### config.mk
export PLATFORM = sky130hd
export DESIGN_NAME = bkmem_port
export DESIGN_NICKNAME = d
export VERILOG_FILES = /design/src/rtl/bkmem_pkg.sv /design/src/rtl/bkmem_decode.sv /design/src/rtl/bkmem_addr_step.sv /design/src/rtl/bkmem_port.sv
export SDC_FILE = /design/constraint.sdc
export NUM_CORES = 1
export LEC_CHECK = 0
export BUFFER_PORTS_ARGS = -buffer_cell sky130_fd_sc_hd__buf_2
export CAP_MARGIN = 5
export CORE_MARGIN = 2
export CORE_UTILIZATION = 43
export DETAILED_ROUTE_END_ITERATION = 10
export GPL_TIMING_DRIVEN = 0
export PLACE_DENSITY = 0.8
export SLEW_MARGIN = 20
export SYNTH_ARGS = -nofsm -noshare
export SYNTH_HDL_FRONTEND = slang
export SYNTH_SLANG_ARGS = --single-unit
### constraint.sdc
create_clock -name clk_i -period 2.99 [get_ports clk_i]
set_input_delay 0.299 -clock clk_i [delete_from_list [all_inputs] [get_ports clk_i]]
set_output_delay 0.299 -clock clk_i [all_outputs]
set_load 0.02 [all_outputs]
### src/rtl/bkmem_pkg.sv
`timescale 1ns/1ps
package bkmem_pkg;

    localparam int BANK_W = 4;
    localparam int REG_W  = 2;

    // decoded target of a debug-bus request
    typedef enum logic [2:0] {
        SEL_NONE,
        SEL_ADDR,
        SEL_DATA,
        SEL_CTRL,
        SEL_ID
    } sel_e;

    // control-register increment field
    localparam logic [1:0] INC_WORD = 2'b01;

    typedef enum logic {
        ST_IDLE,
        ST_BUS
    } state_e;

endpackage

### src/rtl/bkmem_decode.sv
`timescale 1ns/1ps
module bkmem_decode
    import bkmem_pkg::*;
#(
    parameter int                BANK_W_P = BANK_W,
    parameter int                REG_W_P  = REG_W,
    parameter logic [BANK_W_P-1:0] ID_BANK = '1,
    parameter logic [REG_W_P-1:0]  ID_REG  = '1
) (
    input  logic [BANK_W_P-1:0] bank_i,
    input  logic [REG_W_P-1:0]  reg_i,
    output sel_e                sel_o
);

    always_comb begin
        sel_o = SEL_NONE;
        if (bank_i == '0) begin
            if (reg_i == REG_W_P'(0))      sel_o = SEL_ADDR;
            else if (reg_i == REG_W_P'(1)) sel_o = SEL_DATA;
            else if (reg_i == REG_W_P'(2)) sel_o = SEL_CTRL;
        end else if (bank_i == ID_BANK && reg_i == ID_REG) begin
            sel_o = SEL_ID;
        end
    end

endmodule

### src/rtl/bkmem_addr_step.sv
`timescale 1ns/1ps
module bkmem_addr_step #(
    parameter int ADDR_W = 32,
    parameter int STEP   = 4
) (
    input  logic [ADDR_W-1:0] addr_i,
    output logic [ADDR_W-1:0] next_o
);

    // modulo 2^ADDR_W advance
    assign next_o = addr_i + ADDR_W'(STEP);

endmodule

### src/rtl/bkmem_port.sv
`timescale 1ns/1ps
module bkmem_port
    import bkmem_pkg::*;
#(
    parameter int                ADDR_W   = 32,
    parameter int                DATA_W   = 32,
    parameter int                INC_STEP = 4,
    parameter logic [31:0]       ID_VALUE = 32'h0A50_1C01,
    parameter logic [BANK_W-1:0] ID_BANK  = '1,
    parameter logic [REG_W-1:0]  ID_REG   = '1
) (
    input  logic              clk_i,
    input  logic              rst_ni,
    input  logic              dbg_req_i,
    input  logic              dbg_we_i,
    input  logic [BANK_W-1:0] dbg_bank_i,
    input  logic [REG_W-1:0]  dbg_reg_i,
    input  logic [DATA_W-1:0] dbg_wdata_i,
    output logic              dbg_busy_o,
    output logic              dbg_rsp_o,
    output logic [DATA_W-1:0] dbg_rdata_o,
    output logic              dbg_err_o,
    output logic              mem_req_o,
    output logic              mem_we_o,
    output logic [ADDR_W-1:0] mem_addr_o,
    output logic [DATA_W-1:0] mem_wdata_o,
    input  logic [DATA_W-1:0] mem_rdata_i,
    input  logic              mem_ready_i,
    input  logic              mem_err_i
);

    typedef struct packed {
        state_e            st;
        logic [ADDR_W-1:0] addr;
        logic [1:0]        mode;
        logic              we;
        logic [DATA_W-1:0] wdata;
        logic              rsp;
        logic [DATA_W-1:0] rdata;
        logic              err;
    } port_t;

    port_t q, d;
    sel_e  sel;
    logic [ADDR_W-1:0] addr_plus;

    bkmem_decode #(
        .BANK_W_P (BANK_W),
        .REG_W_P  (REG_W),
        .ID_BANK  (ID_BANK),
        .ID_REG   (ID_REG)
    ) i_decode (
        .bank_i (dbg_bank_i),
        .reg_i  (dbg_reg_i),
        .sel_o  (sel)
    );

    bkmem_addr_step #(
        .ADDR_W (ADDR_W),
        .STEP   (INC_STEP)
    ) i_step (
        .addr_i (q.addr),
        .next_o (addr_plus)
    );

    always_comb begin
        d       = q;
        d.rsp   = 1'b0;
        d.err   = 1'b0;
        d.rdata = '0;
        unique case (q.st)
            ST_IDLE: begin
                if (dbg_req_i) begin
                    unique case (sel)
                        SEL_ADDR: begin
                            d.rsp = 1'b1;
                            if (dbg_we_i) d.addr  = ADDR_W'(dbg_wdata_i);
                            else          d.rdata = DATA_W'(q.addr);
                        end
                        SEL_CTRL: begin
                            d.rsp = 1'b1;
                            if (dbg_we_i) d.mode  = dbg_wdata_i[1:0];
                            else          d.rdata = DATA_W'(q.mode);
                        end
                        SEL_ID: begin
                            d.rsp = 1'b1;
                            if (!dbg_we_i) d.rdata = DATA_W'(ID_VALUE);
                        end
                        SEL_DATA: begin
                            d.st    = ST_BUS;
                            d.we    = dbg_we_i;
                            d.wdata = dbg_wdata_i;
                        end
                        default: d.rsp = 1'b1;
                    endcase
                end
            end
            ST_BUS: begin
                if (mem_ready_i) begin
                    d.st  = ST_IDLE;
                    d.rsp = 1'b1;
                    d.err = mem_err_i;
                    if (!q.we && !mem_err_i) d.rdata = mem_rdata_i;
                    if (q.mode == INC_WORD && !mem_err_i) d.addr = addr_plus;
                end
            end
            default: d.st = ST_IDLE;
        endcase
    end

    always_ff @(posedge clk_i) begin
        if (!rst_ni) begin
            q <= '{st: ST_IDLE, addr: '0, mode: '0, we: 1'b0, wdata: '0,
                   rsp: 1'b0, rdata: '0, err: 1'b0};
        end else begin
            q <= d;
        end
    end

    assign dbg_busy_o  = (q.st == ST_BUS);
    assign dbg_rsp_o   = q.rsp;
    assign dbg_rdata_o = q.rdata;
    assign dbg_err_o   = q.err;
    assign mem_req_o   = (q.st == ST_BUS);
    assign mem_we_o    = q.we;
    assign mem_addr_o  = q.addr;
    assign mem_wdata_o = q.wdata;

    // a register access accepted while idle answers on the next cycle
    a_r2_reg_rsp: assert property (@(posedge clk_i) disable iff (!rst_ni)
        (dbg_req_i && !dbg_busy_o && sel != SEL_DATA) |=> dbg_rsp_o);

    // a data-window access starts a bus request on the next cycle
    a_r5_bus_start: assert property (@(posedge clk_i) disable iff (!rst_ni)
        (dbg_req_i && !dbg_busy_o && sel == SEL_DATA) |=> (mem_req_o && !dbg_rsp_o));

    // a completed transfer is answered on the next cycle and frees the port
    a_r6_done_rsp: assert property (@(posedge clk_i) disable iff (!rst_ni)
        (mem_req_o && mem_ready_i) |=> (dbg_rsp_o && !dbg_busy_o));

    // a stretched transfer holds its request and its fields
    a_r7_hold: assert property (@(posedge clk_i) disable iff (!rst_ni)
        (mem_req_o && !mem_ready_i) |=> (mem_req_o && $stable(mem_addr_o)
            && $stable(mem_we_o) && $stable(mem_wdata_o)));

    // word increment after an error-free transfer
    a_r8_step: assert property (@(posedge clk_i) disable iff (!rst_ni)
        (mem_req_o && mem_ready_i && !mem_err_i && q.mode == INC_WORD)
            |=> (mem_addr_o == $past(mem_addr_o) + ADDR_W'(INC_STEP)));

    // an errored transfer keeps the address
    a_r9_err_hold: assert property (@(posedge clk_i) disable iff (!rst_ni)
        (mem_req_o && mem_ready_i && mem_err_i) |=> (dbg_err_o && $stable(mem_addr_o)));

    // the error flag only appears with a response
    a_r9_err_with_rsp: assert property (@(posedge clk_i) disable iff (!rst_ni)
        dbg_err_o |-> dbg_rsp_o);

    // no response while a transfer is outstanding
    a_r10_quiet_busy: assert property (@(posedge clk_i) disable iff (!rst_ni)
        dbg_busy_o |-> !dbg_rsp_o);

endmodule

==> run_results.csv, run 1 <==
group,metric,value,unit
status,outcome,"finished, final reports clean",
cells_and_area,seq_area,2042,um^2
placement,gp_congestion,0.9422,
worst_setup_path,cp.arrival,2980,ps
clock_tree,cts_buffers,9,
route,drt_wl_total,16380,um
worst_setup_path,crit_start,"mem_addr_o[2]",
power_and_ir_drop,p_leak,3.032,nW
clock_tree,ctsHtreeMaxLevel,3,
timing,setup_viol,0,
cells_and_area,drive_gt1_share,34.32,%
timing,fmax,0.3695,GHz
timing,maxSlewViolCount,0,
synth,yosys.area.top_type,"dfxtp_1",
clock_tree,path_clk_slew,70,ps
cells_and_area,fin_nets,953,
worst_setup_path,crit_type,"register to register",
synth,synth_cells,686,
route,vias,5515,
synth,yosys_warnings,0,
power_and_ir_drop,power_frac_comb,6.8,%
power_and_ir_drop,power,0.002628,W
synth,ys.flop_type,"dfxtp_1",
timing,worst_clock_skew,11.60,ps
synth,syn_area,5376,um^2
timing,worstMarginPinSlew,1033,ps
synth,synth.most_common_cell,"nand2_1",
floorplan,core,12110,um^2
timing,rsz0062_at_grt,"no",
worst_setup_path,endpoint,"mem_addr_o[22]",
power_and_ir_drop,p_per_area,390.2,nW/um^2
timing,fin_tns_setup,0,ps
synth,synth_top_area_share,37.98,%
timing,min_period_over_period,90.51,%
global_route,grt_pass1_wl,25260,um
worst_setup_path,crit_fanout,7,
route,vias_per_cell,5.278,
route,ant_nets,0,
synth,synthAdderAreaFrac,0.9309,%
clock_tree,insertion_delay,350,ps
synth,synth_seq_area_share,37.98,%
route,drtPass1Iterations,6,
route,drcViolationCount,0,
global_route,grt_pass1_vias,4958,
power_and_ir_drop,worst_ir_drop_vdd,0.4009,mV
placement,io_buffers,176,
floorplan,die-area,13410,um^2
synth,synth_edf_count,0,
power_and_ir_drop,switchingPower,0.0006146,W
clock_tree,cts_hold_buf,0,
route,wl_met1,6693,um
route,wl_met2,7528,um
cells_and_area,synthToLayoutAreaGrowth,25.27,%
global_route,grt_max_degree,16,
route,met3_length,1622,um
timing,hold_viol,0,
synth,synth-compound-area-share,19.99,%
route,first_iter_violations,542,
placement,dpl.hpwl,12110,um
power_and_ir_drop,clkPwrFrac,41.3,%
synth,synthMuxAreaShare,1.327,%
synth,ys_seq_elements,102,
power_and_ir_drop,seqPwrFrac,51.9,%
worst_hold_path,hp-class,"input port to register",
power_and_ir_drop,swShare,23.39,%
global_route,grt.total_usage,24.30,%
global_route,antenna_found_initial,0,
cells_and_area,multi_input_area,2371,um^2
cells_and_area,fin_util,55.61,%
route,wl_per_cell,15.68,um
floorplan,die_w,115.8,um
synth,synthSimpleGateAreaFrac,21.85,%
route,top_layer_used,"met4",
floorplan,num_rows,40,
worst_setup_path,r2r_slack,280,ps
synth,synth.distinct_cells,55,
synth,synth_xor_area_share,0,%
synth,synth_top_family_by_area,"simple AND/OR/NAND/NOR gates",
floorplan,ios,177,
timing,timing.slew.headroom,30.61,%
synth,synth_area_per_cell,7.837,um^2
synth,synth_common_cells,"nand2_1, dfxtp_1, buf_4",
cells_and_area,nFillCells,1182,
cells_and_area,diodes,0,
power_and_ir_drop,internal-power,0.002014,W
global_route,gr-total-overflow,0,
flow_run,maxCapViolCount,0,
clock_tree,cts_buffer_depth,2,
clock_tree,cts_setup_buffers,0,
clock_tree,cts_tree,"done",
worst_setup_path,worstRegToRegCells,6,
timing,period_minus_slack,2706,ps
clock_tree,clock_sinks,102,
synth,async_flop_share,0,%
worst_setup_path,r2r-end,"mem_addr_o[22]",
worst_setup_path,r2r-start,"mem_addr_o[2]",
worst_setup_path,worst_setup_path_end_kind,"register",
synth,ys_top_cells_by_area,"dfxtp_1, buf_4, nand2_1",
synth,syn_nets,766,
floorplan,die_h,115.8,um
clock_tree,ctsResizeCount,0,
worst_setup_path,cp.required,3260,ps
worst_setup_path,startpoint_type,"register",
worst_hold_path,whs_path_depth,3,
floorplan,initial_utilization,44.39,%
clock_tree,ctsRootBufferMaster,"clkbuf_16",
timing,whs,186.0,ps
## through the flow
| step | instance area [um^2] | setup slack [ps] | std cells |
|---|---|---|---|
| global placement | 6467 | 412.9 | 1030 |
| detailed placement | 6467 | 386.5 | 1030 |
| floorplan | 5376 | 949.5 | 686 |
| CTS | 6735 | 376.6 | 1045 |
| finish | 6735 | 283.9 | 1045 |
| global route | 6735 | 135.1 | 1045 |
## worst min path at each step
| stage | from | end |
|---|---|---|
| floorplan | dbg_wdata_i[0] | mem_wdata_o[0] |
| global placement | mem_wdata_o[25] | mem_wdata_o[25] |
| detailed placement | mem_wdata_o[25] | mem_wdata_o[25] |
| CTS | mem_rdata_i[21] | dbg_rdata_o[21] |
| global route | mem_rdata_i[0] | dbg_rdata_o[0] |
| finish | mem_rdata_i[21] | dbg_rdata_o[21] |
## kinds of logic (layout without fill, tap and decap cells)
kind of cell | after synthesis | count (layout)
simple gates | 252 | 252
flops | 102 | 102
compound gates | 170 | 170
mux | 7 | 7
buf+inv | 151 | 342
fa+ha+maj | 4 | 4
## power by group through the flow
stage	clock network [W]	registers [W]	logic, W
after floorplan	0	0.00140	0.0000772
after global placement	0	0.00140	0.000173
after detailed placement	0	0.00140	0.000175
after CTS	0.00110	0.00136	0.000175
after global routing	0.00116	0.00136	0.000191
final	0.00109	0.00136	0.000177
## layout by cell type, fill, tap and decap left out, types with 6 or more instances in the layout
master / Yosys / layout
nand4_1: 11 / 11
and2_1: 12 / 12
a21oi_1: 66 / 66
o21ai_0: 21 / 21
dfxtp_1: 102 / 102
clkbuf_16: 0 / 9
nand3_1: 17 / 17
and4_1: 6 / 6
buf_4: 98 / 98
a22oi_1: 29 / 29
nand2_1: 112 / 112
mux2i_1: 6 / 6
nor2_1: 57 / 57
nor3_1: 9 / 9
o22ai_1: 8 / 8
o211ai_1: 6 / 6
inv_1: 10 / 10
clkbuf_1: 33 / 35
and3_1: 6 / 6
nor4_1: 8 / 8
buf_2: 5 / 181
## metal layers
layer	global-route usage (%)	up-vias
met5	0	-
met4	9.524	0
met3	4.550	43
met2	39.88	303
met1	31.74	2499
li1	-	2670
## final cells by class
cell class                 count  share of cell area (%)
buffer                       140                   13.69
clock inverter                 3                  0.3158
inverter                      11                  0.6130
multi-input combinational    433                   35.20
timing repair buffer         176                   13.08
sequential                   102                   30.32
clock buffer                  12                   3.660
tap                          168                   3.121
## sequential cells by signal, summed over array words and instances, names as in the netlist
name         count
dbg_rdata_o     32
mem_addr_o      32
mem_wdata_o     32
q                2
dbg_busy_o       1
dbg_err_o        1
dbg_rsp_o        1
mem_we_o         1
## critical path, stage by stage, from the launching register on
cell and delay, ps:
dfxtp_1 520, ha_1 310, nand4_1 220, nor4_1 840, nand3_1 270, o2bb2a_1 340, o22ai_1 140
Note: power is estimated with default switching activity, not from simulation.
==> run 2, diff against run 1 <==
--- a/config.mk
+++ b/config.mk
@@ -12,6 +12,7 @@
 export DETAILED_ROUTE_END_ITERATION = 10
 export GPL_TIMING_DRIVEN = 0
 export PLACE_DENSITY = 0.8
+export SETUP_SLACK_MARGIN = 0.5
 export SLEW_MARGIN = 20
 export SYNTH_ARGS = -nofsm -noshare
 export SYNTH_HDL_FRONTEND = slang
==> run 2 against run 1 <==
Against the previous run:
- clock power hardly changed
- total power hardly changed
- worst hold slack hardly changed
- critical path type unchanged
- highest routed layer unchanged
==> run_results.csv, run 2 (same netlist as run 1, synthesis figures left out) <==
group,metric,value,unit
clock_tree,path_clk_slew,70,ps
clock_tree,clock_sinks,102,
worst_setup_path,worst_setup_path_end_kind,"register",
worst_setup_path,startpoint_type,"register",
worst_setup_path,cp.arrival,2630,ps
power_and_ir_drop,clkPwrFrac,41.3,%
timing,period_minus_slack,2399,ps
clock_tree,cts_tree,"done",
power_and_ir_drop,p_leak,3.051,nW
global_route,grt_pass1_wl,25280,um
global_route,grtUsageMet2,39.92,%
worst_setup_path,critPathSlowestCell,"nor4_2",
cells_and_area,diodes,0,
worst_setup_path,path_cells,"ha_1 -> nand4_1 -> nor4_2 -> nor2b_1 -> a2bb2oi_1 -> o22ai_1",
worst_hold_path,hp-start,"mem_rdata_i[21]",
floorplan,ios,177,
worst_setup_path,crit_fanout,7,
placement,dpl.hpwl,12110,um
timing,worst_clock_skew,12.12,ps
power_and_ir_drop,switchingPower,0.0006145,W
cells_and_area,layout_common_cells,"buf_2, nand2_1, dfxtp_1, buf_4, a21oi_1",
timing,fin_tns_setup,0,ps
clock_tree,ctsRootBufferMaster,"clkbuf_16",
clock_tree,cts_buffers,9,
timing,timing.slew.headroom,50.49,%
route,drt_wl_total,16430,um
route,wl_per_cell,15.73,um
power_and_ir_drop,worst_ir_drop_vdd,0.4023,mV
worst_setup_path,crit_start,"mem_addr_o[2]",
cells_and_area,synthToLayoutAreaGrowth,25.99,%
timing,worstMarginPinSlew,737.0,ps
worst_setup_path,max_stage_delay,680,ps
worst_hold_path,hp-class,"input port to register",
worst_setup_path,r2r-start,"mem_addr_o[2]",
floorplan,die-area,13410,um^2
route,first_iter_violations,636,
power_and_ir_drop,swShare,23.38,%
clock_tree,insertion_delay,350,ps
global_route,grt.total_usage,24.32,%
clock_tree,cts_setup_buffers,0,
status,outcome,"finished, final reports clean",
timing,maxSlewViolCount,0,
timing,fmax,0.4169,GHz
global_route,met3_usage,4.550,%
cells_and_area,nFillCells,1175,
power_and_ir_drop,power,0.002628,W
floorplan,die_w,115.8,um
power_and_ir_drop,power_frac_comb,6.8,%
cells_and_area,drive_gt1_share,34.89,%
route,vias,5517,
worst_setup_path,path_delay_family,"simple AND/OR/NAND/NOR gates",
worst_setup_path,crit_type,"register to register",
placement,gp_congestion,0.9422,
power_and_ir_drop,p_per_area,388.0,nW/um^2
route,vias_per_cell,5.279,
clock_tree,cts_buffer_depth,2,
floorplan,num_rows,40,
clock_tree,ctsHtreeMaxLevel,3,
route,drtPass1Iterations,7,
worst_setup_path,cp.required,3220,ps
flow_run,maxCapViolCount,0,
cells_and_area,layout_commonest_cell,"buf_2",
global_route,busiest_layer,"met2",
floorplan,die_h,115.8,um
floorplan,core,12110,um^2
global_route,grt_max_degree,16,
power_and_ir_drop,seqPwrFrac,51.9,%
global_route,met1_usage,31.78,%
global_route,antenna_found_initial,0,
worst_setup_path,crit_buf_inv,0,
global_route,grt_pass1_vias,4969,
floorplan,initial_utilization,44.39,%
placement,io_buffers,176,
route,ant_nets,0,
timing,hold_viol,0,
power_and_ir_drop,internal-power,0.002014,W
cells_and_area,fin_util,55.93,%
timing,rsz0062_at_grt,"yes",
cells_and_area,fin_nets,953,
global_route,gr-total-overflow,0,
route,drcViolationCount,0,
timing,min_period_over_period,80.23,%
timing,setup_viol,0,
timing,whs,186.3,ps
-- run 2: area by class of cell --
| class | count | area [um^2] | area share [%] |
|---|---|---|---|
| Multi-Input combinational cell | 433 | 2410 | 35.57 |
| Sequential cell | 102 | 2042 | 30.14 |
| Clock inverter | 3 | 21.27 | 0.3140 |
| Clock buffer | 12 | 246.5 | 3.639 |
| Buffer | 140 | 922.1 | 13.61 |
| Inverter | 11 | 41.29 | 0.6095 |
| Timing Repair Buffer | 176 | 880.8 | 13.00 |
| Tap cell | 168 | 210.2 | 3.103 |
-- run 2: final timing paths --
kind         cells past startpoint               to  slack, ps
max reg2reg                      6   mem_addr_o[30]        590
min reg2reg                      2  mem_wdata_o[26]        450
min                              3  dbg_rdata_o[21]        190
max                              6   mem_addr_o[30]        590
-- run 2: metal layers --
layer	share of wire (%)	wire, um	vias to the layer above
met5	0	0	-
met2	46	7634	315
met1	42	6944	2494
met4	2.6	435	0
li1	-	-	2670
met3	8.6	1418	38
-- run 2: worst reg2reg max path: cells and delay by family, from the launching register on --
kind / cells / cell delay, ps
adders and majority gates: 1 / 300
and+or+nand+nor: 3 / 1190
AOI/OAI and AO/OA: 2 / 290
DFF: 1 / 510
-- run 2: what timing repair did --
item | 4_1_cts | 5_1_grt
hold buffers | 0 | 0
resized for setup | 1 | 5
setup endpoints to repair | 2 | 48
-- run 2: power groups by stage --
stage / logic (W) / clock network [W] / registers [W]
after floorplan: 0.0000772 / 0 / 0.00140
after global placement: 0.000173 / 0 / 0.00140
after detailed placement: 0.000175 / 0 / 0.00140
after CTS: 0.000175 / 0.00110 / 0.00136
after global routing: 0.000192 / 0.00116 / 0.00136
final: 0.000178 / 0.00109 / 0.00136
-- run 2: metrics by stage --
stage / area, um^2 / setup WS [ps] / cells
2_1_floorplan: 5376 / 949.5 / 686
3_3_place_gp: 6467 / 412.9 / 1030
3_5_place_dp: 6467 / 386.5 / 1030
4_1_cts: 6741 / 501.2 / 1045
5_1_grt: 6774 / 462.9 / 1045
6_report: 6774 / 591.1 / 1045
